### config.mk
export PLATFORM = sky130hd
export DESIGN_NAME = word_aligner_slip
export DESIGN_NICKNAME = d
export VERILOG_FILES = /design/src/rtl/wa_pkg.sv /design/src/rtl/wa_rst_sync.sv /design/src/rtl/wa_slip_edge.sv /design/src/rtl/wa_offset_ctr.sv /design/src/rtl/wa_window_sel.sv /design/src/rtl/wa_match.sv /design/src/rtl/word_aligner_slip.sv
export SDC_FILE = /design/constraint.sdc
export NUM_CORES = 1
export LEC_CHECK = 0
export CAP_MARGIN = 10
export CORE_MARGIN = 2
export CORE_UTILIZATION = 45
export DETAILED_ROUTE_END_ITERATION = 10
export PLACE_DENSITY_LB_ADDON = 0.05
export SLEW_MARGIN = 20
export SYNTH_ARGS = -nofsm -noshare
export SYNTH_HDL_FRONTEND = slang
export SYNTH_SLANG_ARGS = --single-unit
### constraint.sdc
create_clock -name clk_i -period 1.5 [get_ports clk_i]
set_input_delay 0.15 -clock clk_i [delete_from_list [all_inputs] [get_ports clk_i]]
set_output_delay 0.15 -clock clk_i [all_outputs]
set_load 0.05 [all_outputs]
### src/rtl/wa_pkg.sv
package wa_pkg;
  // Depth of the reset release synchronizer.
  localparam int unsigned WA_RST_STAGES = 2;
  // Width of an offset counter able to index W bit positions.
  function automatic int unsigned wa_offw(input int unsigned w);
    return (w > 1) ? $clog2(w) : 1;
  endfunction
endpackage

### src/rtl/wa_rst_sync.sv
module wa_rst_sync #(
  parameter int unsigned STAGES = wa_pkg::WA_RST_STAGES
) (
  input  logic clk_i,
  input  logic rst_ni,
  output logic rst_sync_no
);
  logic [STAGES-1:0] chain_q;
  logic [STAGES-1:0] chain_d;

  always_comb begin
    chain_d = {chain_q[STAGES-2:0], 1'b1};
  end

  always_ff @(posedge clk_i or negedge rst_ni) begin
    if (!rst_ni) chain_q <= '0;
    else         chain_q <= chain_d;
  end

  assign rst_sync_no = chain_q[STAGES-1];
endmodule

### src/rtl/wa_slip_edge.sv
module wa_slip_edge (
  input  logic clk_i,
  input  logic rst_ni,
  input  logic slip_req_i,
  output logic slip_step_o
);
  logic req_now_q, req_prev_q;
  logic req_now_d, req_prev_d;

  always_comb begin
    req_now_d  = slip_req_i;
    req_prev_d = req_now_q;
  end

  always_ff @(posedge clk_i or negedge rst_ni) begin
    if (!rst_ni) begin
      req_now_q  <= 1'b0;
      req_prev_q <= 1'b0;
    end else begin
      req_now_q  <= req_now_d;
      req_prev_q <= req_prev_d;
    end
  end

  assign slip_step_o = req_now_q & ~req_prev_q;

  AST_STEP_SINGLE: assert property (@(posedge clk_i) disable iff (!rst_ni)
    slip_step_o |=> !slip_step_o);
endmodule

### src/rtl/wa_offset_ctr.sv
module wa_offset_ctr #(
  parameter int unsigned W    = 8,
  parameter int unsigned OFFW = wa_pkg::wa_offw(W)
) (
  input  logic            clk_i,
  input  logic            rst_ni,
  input  logic            step_i,
  output logic [OFFW-1:0] off_o
);
  localparam logic [OFFW-1:0] LAST = OFFW'(W - 1);

  logic [OFFW-1:0] off_q, off_d;
  logic            off_en;

  always_comb begin
    off_en = step_i;
    off_d  = (off_q == LAST) ? '0 : off_q + 1'b1;
  end

  always_ff @(posedge clk_i or negedge rst_ni) begin
    if (!rst_ni)     off_q <= '0;
    else if (off_en) off_q <= off_d;
  end

  assign off_o = off_q;

  AST_OFF_RANGE: assert property (@(posedge clk_i) disable iff (!rst_ni)
    off_q <= LAST);
  AST_OFF_HOLD: assert property (@(posedge clk_i) disable iff (!rst_ni)
    !step_i |=> $stable(off_q));
  AST_OFF_WRAP: assert property (@(posedge clk_i) disable iff (!rst_ni)
    (step_i && off_q == LAST) |=> off_q == '0);
endmodule

### src/rtl/wa_window_sel.sv
module wa_window_sel #(
  parameter int unsigned W    = 8,
  parameter int unsigned OFFW = wa_pkg::wa_offw(W)
) (
  input  logic [2*W-1:0]  pair_i,
  input  logic [OFFW-1:0] off_i,
  output logic [W-1:0]    word_o
);
  logic [W-1:0] cand [W];

  for (genvar k = 0; k < W; k++) begin : g_cand
    assign cand[k] = pair_i[k +: W];
  end

  always_comb begin
    word_o = '0;
    for (int k = 0; k < W; k++) begin
      if (off_i == OFFW'(k)) word_o = cand[k];
    end
  end
endmodule

### src/rtl/wa_match.sv
module wa_match #(
  parameter int unsigned W = 8
) (
  input  logic [W-1:0] word_i,
  input  logic [W-1:0] pat_i,
  output logic         hit_o
);
  logic [W-1:0] bit_eq;

  for (genvar b = 0; b < W; b++) begin : g_eq
    assign bit_eq[b] = ~(word_i[b] ^ pat_i[b]);
  end

  assign hit_o = &bit_eq;
endmodule

### src/rtl/word_aligner_slip.sv
module word_aligner_slip #(
  parameter int unsigned W = 8
) (
  input  logic         clk_i,
  input  logic         rst_ni,
  input  logic [W-1:0] rx_word_i,
  input  logic         slip_req_i,
  input  logic [W-1:0] align_pat_i,
  output logic [W-1:0] word_o,
  output logic         pat_hit_o
);
  localparam int unsigned OFFW = wa_pkg::wa_offw(W);
  localparam int unsigned PAIRW = 2 * W;

  logic            rst_n;
  logic            slip_step;
  logic [OFFW-1:0] offset;
  logic [W-1:0]    prev_q, prev_d;
  logic [PAIRW-1:0] pair;
  logic [W-1:0]    word_sel;
  logic            hit_d;
  logic [W-1:0]    word_q;
  logic            hit_q;

  wa_rst_sync #(.STAGES(wa_pkg::WA_RST_STAGES)) u_rst (
    .clk_i(clk_i), .rst_ni(rst_ni), .rst_sync_no(rst_n));

  wa_slip_edge u_edge (
    .clk_i(clk_i), .rst_ni(rst_n), .slip_req_i(slip_req_i),
    .slip_step_o(slip_step));

  wa_offset_ctr #(.W(W), .OFFW(OFFW)) u_off (
    .clk_i(clk_i), .rst_ni(rst_n), .step_i(slip_step), .off_o(offset));

  always_comb begin
    prev_d = rx_word_i;
    pair   = {prev_q, rx_word_i};
  end

  wa_window_sel #(.W(W), .OFFW(OFFW)) u_win (
    .pair_i(pair), .off_i(offset), .word_o(word_sel));

  wa_match #(.W(W)) u_cmp (
    .word_i(word_sel), .pat_i(align_pat_i), .hit_o(hit_d));

  always_ff @(posedge clk_i or negedge rst_n) begin
    if (!rst_n) begin
      prev_q <= '0;
      word_q <= '0;
      hit_q  <= 1'b0;
    end else begin
      prev_q <= prev_d;
      word_q <= word_sel;
      hit_q  <= hit_d;
    end
  end

  assign word_o    = word_q;
  assign pat_hit_o = hit_q;

  AST_HIT_IMPLIES_EQ: assert property (@(posedge clk_i) disable iff (!rst_n)
    pat_hit_o |-> (word_o == $past(align_pat_i)));
  AST_MISS_IMPLIES_LOW: assert property (@(posedge clk_i) disable iff (!rst_n)
    (word_o != $past(align_pat_i)) |-> !pat_hit_o);
  AST_ZERO_OFFSET_PASS: assert property (@(posedge clk_i) disable iff (!rst_n)
    (offset == '0 && !slip_step && $past(rst_n)) |=> (word_o == $past(rx_word_i)));
endmodule

# Word level (Yosys, flattened, before mapping)
# Cells that the tools add are included.
[classes] bitwise=18 reduce_logical=2 n_addsub=1 n_eq_ne=7 n_mux=9
[ops] operator="2-to-1 mux 8 bit" count=8
[ops] operator="equality test 3 bit, second input constant" count=4
[ops] operator="NOT 1 bit" count=9
[ops] operator="AND reduction 8 bit" count=1
[ops] operator="XOR 1 bit" count=8
[ops] operator="equality test 3 x 2 -> 1 bit, second input constant" count=2
[ops] operator="adder 3 x 1 -> 3 bit, second input constant" count=1
[ops] operator="equality test 3 x 1 -> 1 bit, second input constant" count=1
[ops] operator="zero test 3 bit" count=1
[ops] operator="2-to-1 mux 3 bit" count=1
[ops] operator="bitwise AND 1 bit" count=1
[totals] elab_cells=44 regBits=23

# Longest topological paths before layout
[depth] word_depth=12 depth_mapped=11 ltp_nobuf=8

# Cells and area by module
# Synthesis repeated with hierarchy kept, for this count alone.
[hier_totals] cells_unflattened=131 area_unflattened_um2=1356.3
[by_module_without_submodules] module="wa_window_sel" area_per_inst_um2=584.3 n_inst=1 seq_area_each_um2=0.0 cells_per_inst=86
[by_module_without_submodules] module="word_aligner_slip" area_per_inst_um2=425.4 n_inst=1 seq_area_each_um2=425.4 cells_per_inst=17
[by_module_without_submodules] module="wa_offset_ctr" area_per_inst_um2=142.6 n_inst=1 seq_area_each_um2=75.1 cells_per_inst=11
[by_module_without_submodules] module="wa_match" area_per_inst_um2=86.3 n_inst=1 seq_area_each_um2=0.0 cells_per_inst=11
[by_module_without_submodules] module="wa_slip_edge" area_per_inst_um2=63.8 n_inst=1 seq_area_each_um2=50.0 cells_per_inst=3
[by_module_without_submodules] module="wa_rst_sync" area_per_inst_um2=53.8 n_inst=1 seq_area_each_um2=50.0 cells_per_inst=3

# Worst setup path before layout
# OpenSTA, ideal clock, no wires.
[synth_path] kind="reg2reg" start="register u_off.off_q[0] (netlist: u_off.off_o[0])" end="register hit_q (netlist: pat_hit_o)" period_less_slack_ps=2077 path_slack_ps=-577 n_path_buf=2 required_ps=1404 stages_incl_launch_ff=10 arrival_ps=1982 cell_sequence="dfrtp_1 -> ha_1 -> ha_1 -> buf_2 -> buf_1 -> nor2_1 -> a31oi_1 -> a211oi_1 -> nand4b_1 -> nor4_2"
[synth_via] elab_chain_len=12 elab_cells_between_ends=33 cone_classes="eq/ne (7); mux (8); bitwise (16); reduce/logical (2)"
[synth_rtl] item="from (decl)" line="wa_offset_ctr.sv:12" rtl="logic [OFFW-1:0] off_q, off_d;"
[synth_rtl] item="from (signal assigned)" line="wa_offset_ctr.sv:21" rtl="if (!rst_ni) off_q <= '0;"
[synth_rtl] item="from (signal assigned)" line="wa_offset_ctr.sv:22" rtl="else if (off_en) off_q <= off_d;"
[synth_rtl] item="zero test 3 bit" line="wa_window_sel.sv:18" rtl="if (off_i == OFFW'(k)) word_o = cand[k];"
[synth_rtl] item="2-to-1 mux 8 bit (7 in a row)" line="wa_window_sel.sv:18"
[synth_rtl] item="2-to-1 mux 8 bit (*)" line="wa_window_sel.sv:18"
[synth_rtl] item="XOR 1 bit" line="wa_match.sv:11" rtl="assign bit_eq[b] = ~(word_i[b] ^ pat_i[b]);"
[synth_rtl] item="NOT 1 bit" line="wa_match.sv:11"
[synth_rtl] item="AND reduction 8 bit (*)" line="wa_match.sv:14" rtl="assign hit_o = &bit_eq;"
[synth_rtl] item="named net hit_d" line="word_aligner_slip.sv:21" rtl="logic hit_d;"
[synth_rtl] item="to (signal assigned)" line="word_aligner_slip.sv:54" rtl="hit_q <= hit_d;"
[synth_rtl] item="to (decl)" line="word_aligner_slip.sv:23" rtl="logic hit_q;"
# Mark *: on every way through the listed nets, which the timed path passes. The rest lies on a longest branch.
# A chain may end at the register's enable or synchronous reset.

# Worst setup path after layout
[layout_path] start="register u_off.off_q[1] (netlist: u_off.off_o[1])" end="register hit_q (netlist: pat_hit_o)"
# The elaborated chain is that of the path after synthesis.

==> results by group <==
Worst setup path
  – Logic depth of the worst register-to-register path: 9
  – Worst setup path category: reg2reg
  – Setup crit end kind: register
  – Data arrival time of the critical path: about 2.4 ns
  – Startpoint types: register
  – Worst-case register-to-register setup slack: -0.74 ns
  – CP Max Fanout: 5
  – Worst r2r src: u_off.off_o[1]$_DFFE_PN0P_
  – Worst reg2reg path endpoint: pat_hit_o$_DFF_PN0_
  – Required time worst endpoint: 1.67 ns

Clocking
  – CTS max path bufs: 2
  – CTS tree: yes
  – Quantity of hold-fixing buffers added after cts: 0
  – Total number of clock tree sinks: 23
  – CTS clk-pin slew, worst paths: roughly 0.09 ns
  – Clock root buffer: clkbuf_8
  – Number of buffers created by CTS: 3
  – Maximum level of the CTS H-tree: 1
  – Clock latency at the later pin of the worst-skew pair: around 0.28 ns

Timing
  – Unrepaired setup endpoints after global routing: true
  – Setup violations, final: 9
  – Worst Setup Slack, final: -0.738 ns
  – Max Fclk: roughly 450 MHz
  – Time the final worst path needs with I/O delays and setup: 2.24 ns
  – Final number of hold-violating endpoints: 0
  – Final period utilization: 149%
  – Worst setup skew after layout: 0.00626 ns
  – Max-slew violation total from the final report: 0

Route
  – Via count: approximately 2100
  – DRT Pass-1 Iters: 4
  – Wirelength per Cell: between 15 and 20 um
  – Vias per cell: 5.88
  – Antenna violation net count after detailed routing: 0
  – Post-route DRC: 0
  – Total length of routed wires: 6210 um
  – Number of DRC markers in iteration 0: around 140

Global route
  – Wire length of the first global-routing pass: 9950 um
  – Vias in the first global route: just over 2000
  – Grt total ovfl: 0
  – Initial antenna violation count: 0
  – Pin count of the biggest net entering global routing: 22
  – Gr usage total: between 20% and 30%

Die
  – Initial Util: roughly 47%
  – Count of standard-cell rows: 23
  – Die outline height: between 60 and 70 um
  – Horizontal die dimension: 68.3 um
  – Top-level port count: 28
  – Core Region: 4000 um2
  – Die area: around 4700 um2

Layout
  – Layout filler cell count: approximately 300
  – Share of the core filled with cells: roughly 73%
  – Final nets: around 330
  – Proportion of layout cells with a drive suffix above 1: between 40 and 50%
  – Post-Layout Inst Area: between 2000 and 3000 um2
  – Layout Area Growth over Synthesis: 55.8%
  – Fin cells: 358
  – Antenna Cells: 0

Yosys
  – Sequential area share after synthesis: roughly 31%
  – Distinct cell type count after synthesis: 57
  – EDFF count, synth: 0
  – Area of the mapped netlist: approximately 1900 um2
  – Syn_area_per_cell: between 8 and 9 um2
  – Asr flop ratio synth: 100%
  – Synthesized instance count: about 220
  – Yosys warnings: 0
  – Synthesized netlist net count: around 240
  – Top_reg_cell synth: dfrtp_1
  – Synth Register Bits: 23

Run status
  – Violated checks: negative setup slack
  – Status: finished with violations

Power and ir drop
  – Max rail drop VDD: between 0.0009 and 0.001 V
  – Cell leakage power: 1.32 nW
  – Final Power: approximately 5.4 mW
  – Power density cells: approximately 1900 nW/um2

Min path
  – Classification of the worst-slack hold path: in2async

Placement
  – Cell total after placement: around 340
  – Number of port buffers: 27
  – Cell area after placement: ~2600 um2
  – Final HPWL from detailed placement: roughly 4500 um
  – RePlAce Congestion: between 0.9 and 1

Job
  – Max Cap Violations: 0
## cell usage after synthesis, types with 3 or more instances
cell | number | area share, %
nor2_1 | 14 | 2.8
nor3_1 | 4 | 1.1
inv_1 | 16 | 3.2
o21ai_0 | 8 | 2.2
o22ai_1 | 4 | 1.3
a211oi_1 | 5 | 2.0
o32ai_1 | 3 | 1.4
buf_6 | 5 | 3.0
a21o_1 | 3 | 1.2
dfrtp_1 | 23 | 31
nand3_1 | 5 | 1.3
buf_4 | 4 | 1.6
a221oi_2 | 7 | 5.6
clkbuf_1 | 3 | 0.60
ha_1 | 6 | 4.0
nor2b_1 | 3 | 1.0
a31oi_1 | 3 | 1.0
buf_2 | 5 | 1.3
nor3b_1 | 3 | 1.2
nand3b_1 | 6 | 2.4
nand2_1 | 28 | 5.6
a21oi_1 | 19 | 5.1
## area by class of cell
class | count | area (um2) | share of cell area, %
multi-input cells | 162 | 1320 | 45.3
repair buffers | 103 | 841 | 29.0
well taps | 50 | 62.6 | 2.16
flip-flops and latches | 23 | 577 | 19.9
clock inverters | 1 | 5.00 | 0.172
inverters | 16 | 60.1 | 2.07
clock buffers | 3 | 41.3 | 1.42
## logic make-up after synthesis
kind of cell / after synthesis / synth area share [%]
and+or+nand+nor: 77 / 22.5
AOI/OAI and AO/OA: 74 / 30.4
buffers and inverters: 34 / 10.0
DFF: 23 / 30.9
adders and majority gates: 6 / 4.03
xor gates and xnor gates: 3 / 1.41
other: 1 / 0.201
muxes: 1 / 0.538
## worst max-delay path, cell delays in order, from the launching register on
cell	delay (ns)
dfrtp_1	0.43
ha_2	0.22
ha_2	0.17
or2_4	0.28
buf_6	0.15
a221oi_4	0.27
o21ai_2	0.10
o32a_1	0.30
nand4b_1	0.16
nor4_2	0.05
## what timing repair did
item                                    in CTS  in global routing
buffers inserted                            13                  1
resized for setup                           28                 16
endpoints found under the setup margin      11                 11
pin swaps                                   11                  6
## placed cells by master (no fill, tap or decap), types with 4 or more instances in the layout
cell type | Yosys | routed
a21oi_1 | 19 | 14
nand3b_1 | 6 | 6
inv_1 | 16 | 12
a221oi_2 | 7 | 5
buf_4 | 4 | 79
buf_6 | 5 | 6
nand2_1 | 28 | 26
inv_2 | 0 | 4
o21ai_0 | 8 | 4
o22ai_1 | 4 | 4
a211oi_1 | 5 | 4
nor2_1 | 14 | 12
clkdlybuf4s50_1 | 0 | 18
nand3_1 | 5 | 5
dfrtp_1 | 23 | 22
a21oi_2 | 1 | 4
## worst max-delay path by stage
stage                                     from                   to  slack [ns]  cells after the start
global route        u_off.off_o[0]$_DFFE_PN0P_  pat_hit_o$_DFF_PN0_       -0.88                      9
CTS                 u_off.off_o[1]$_DFFE_PN0P_  pat_hit_o$_DFF_PN0_       -0.74                      8
detailed placement  u_off.off_o[0]$_DFFE_PN0P_  pat_hit_o$_DFF_PN0_       -0.83                      9
finish              u_off.off_o[1]$_DFFE_PN0P_  pat_hit_o$_DFF_PN0_       -0.74                      9
floorplan           u_off.off_o[0]$_DFFE_PN0P_  pat_hit_o$_DFF_PN0_       -0.55                      9
global placement    u_off.off_o[0]$_DFFE_PN0P_  pat_hit_o$_DFF_PN0_       -0.76                      9
## through the flow
| stage | TNS (ns) | hold WS [ns] | setup WS [ns] |
|---|---|---|---|
| 2_1_floorplan | -1.84 | -0.146 | -0.546 |
| 3_3_place_gp | -4.04 | 0.225 | -0.763 |
| 3_5_place_dp | -4.52 | 0.233 | -0.832 |
| 4_1_cts | -3.96 | 0.0329 | -0.736 |
| 5_1_grt | -4.91 | 0.0322 | -0.879 |
| 6_report | -4.07 | 0.0293 | -0.738 |
## where the power goes
group	total, mW	switching, mW	internal, mW	leakage (nW)
Sequential	0.861	0.0839	0.777	0.278
Clock	0.414	0.228	0.186	0.0255
Combinational	4.13	2.19	1.94	1.02
## state kept, by name, summed over array words and instances, names as in the netlist
| register | cells |
|---|---|
| pat_hit_o | 1 |
| prev_q | 7 |
| u_edge.req_now_q | 1 |
| u_edge.req_prev_q | 1 |
| u_off.off_o | 3 |
| u_rst.chain_q | 2 |
| word_o | 8 |
## routing by layer
layer	part of all wire [%]	GRT usage [%]	vias up
met5	0	0	-
met4	2.3	10.3	0
met3	4.7	4.11	14
met2	51	50.0	85
met1	41	36.0	1029
li1	-	-	978
Power figures use the tool's default switching activity.
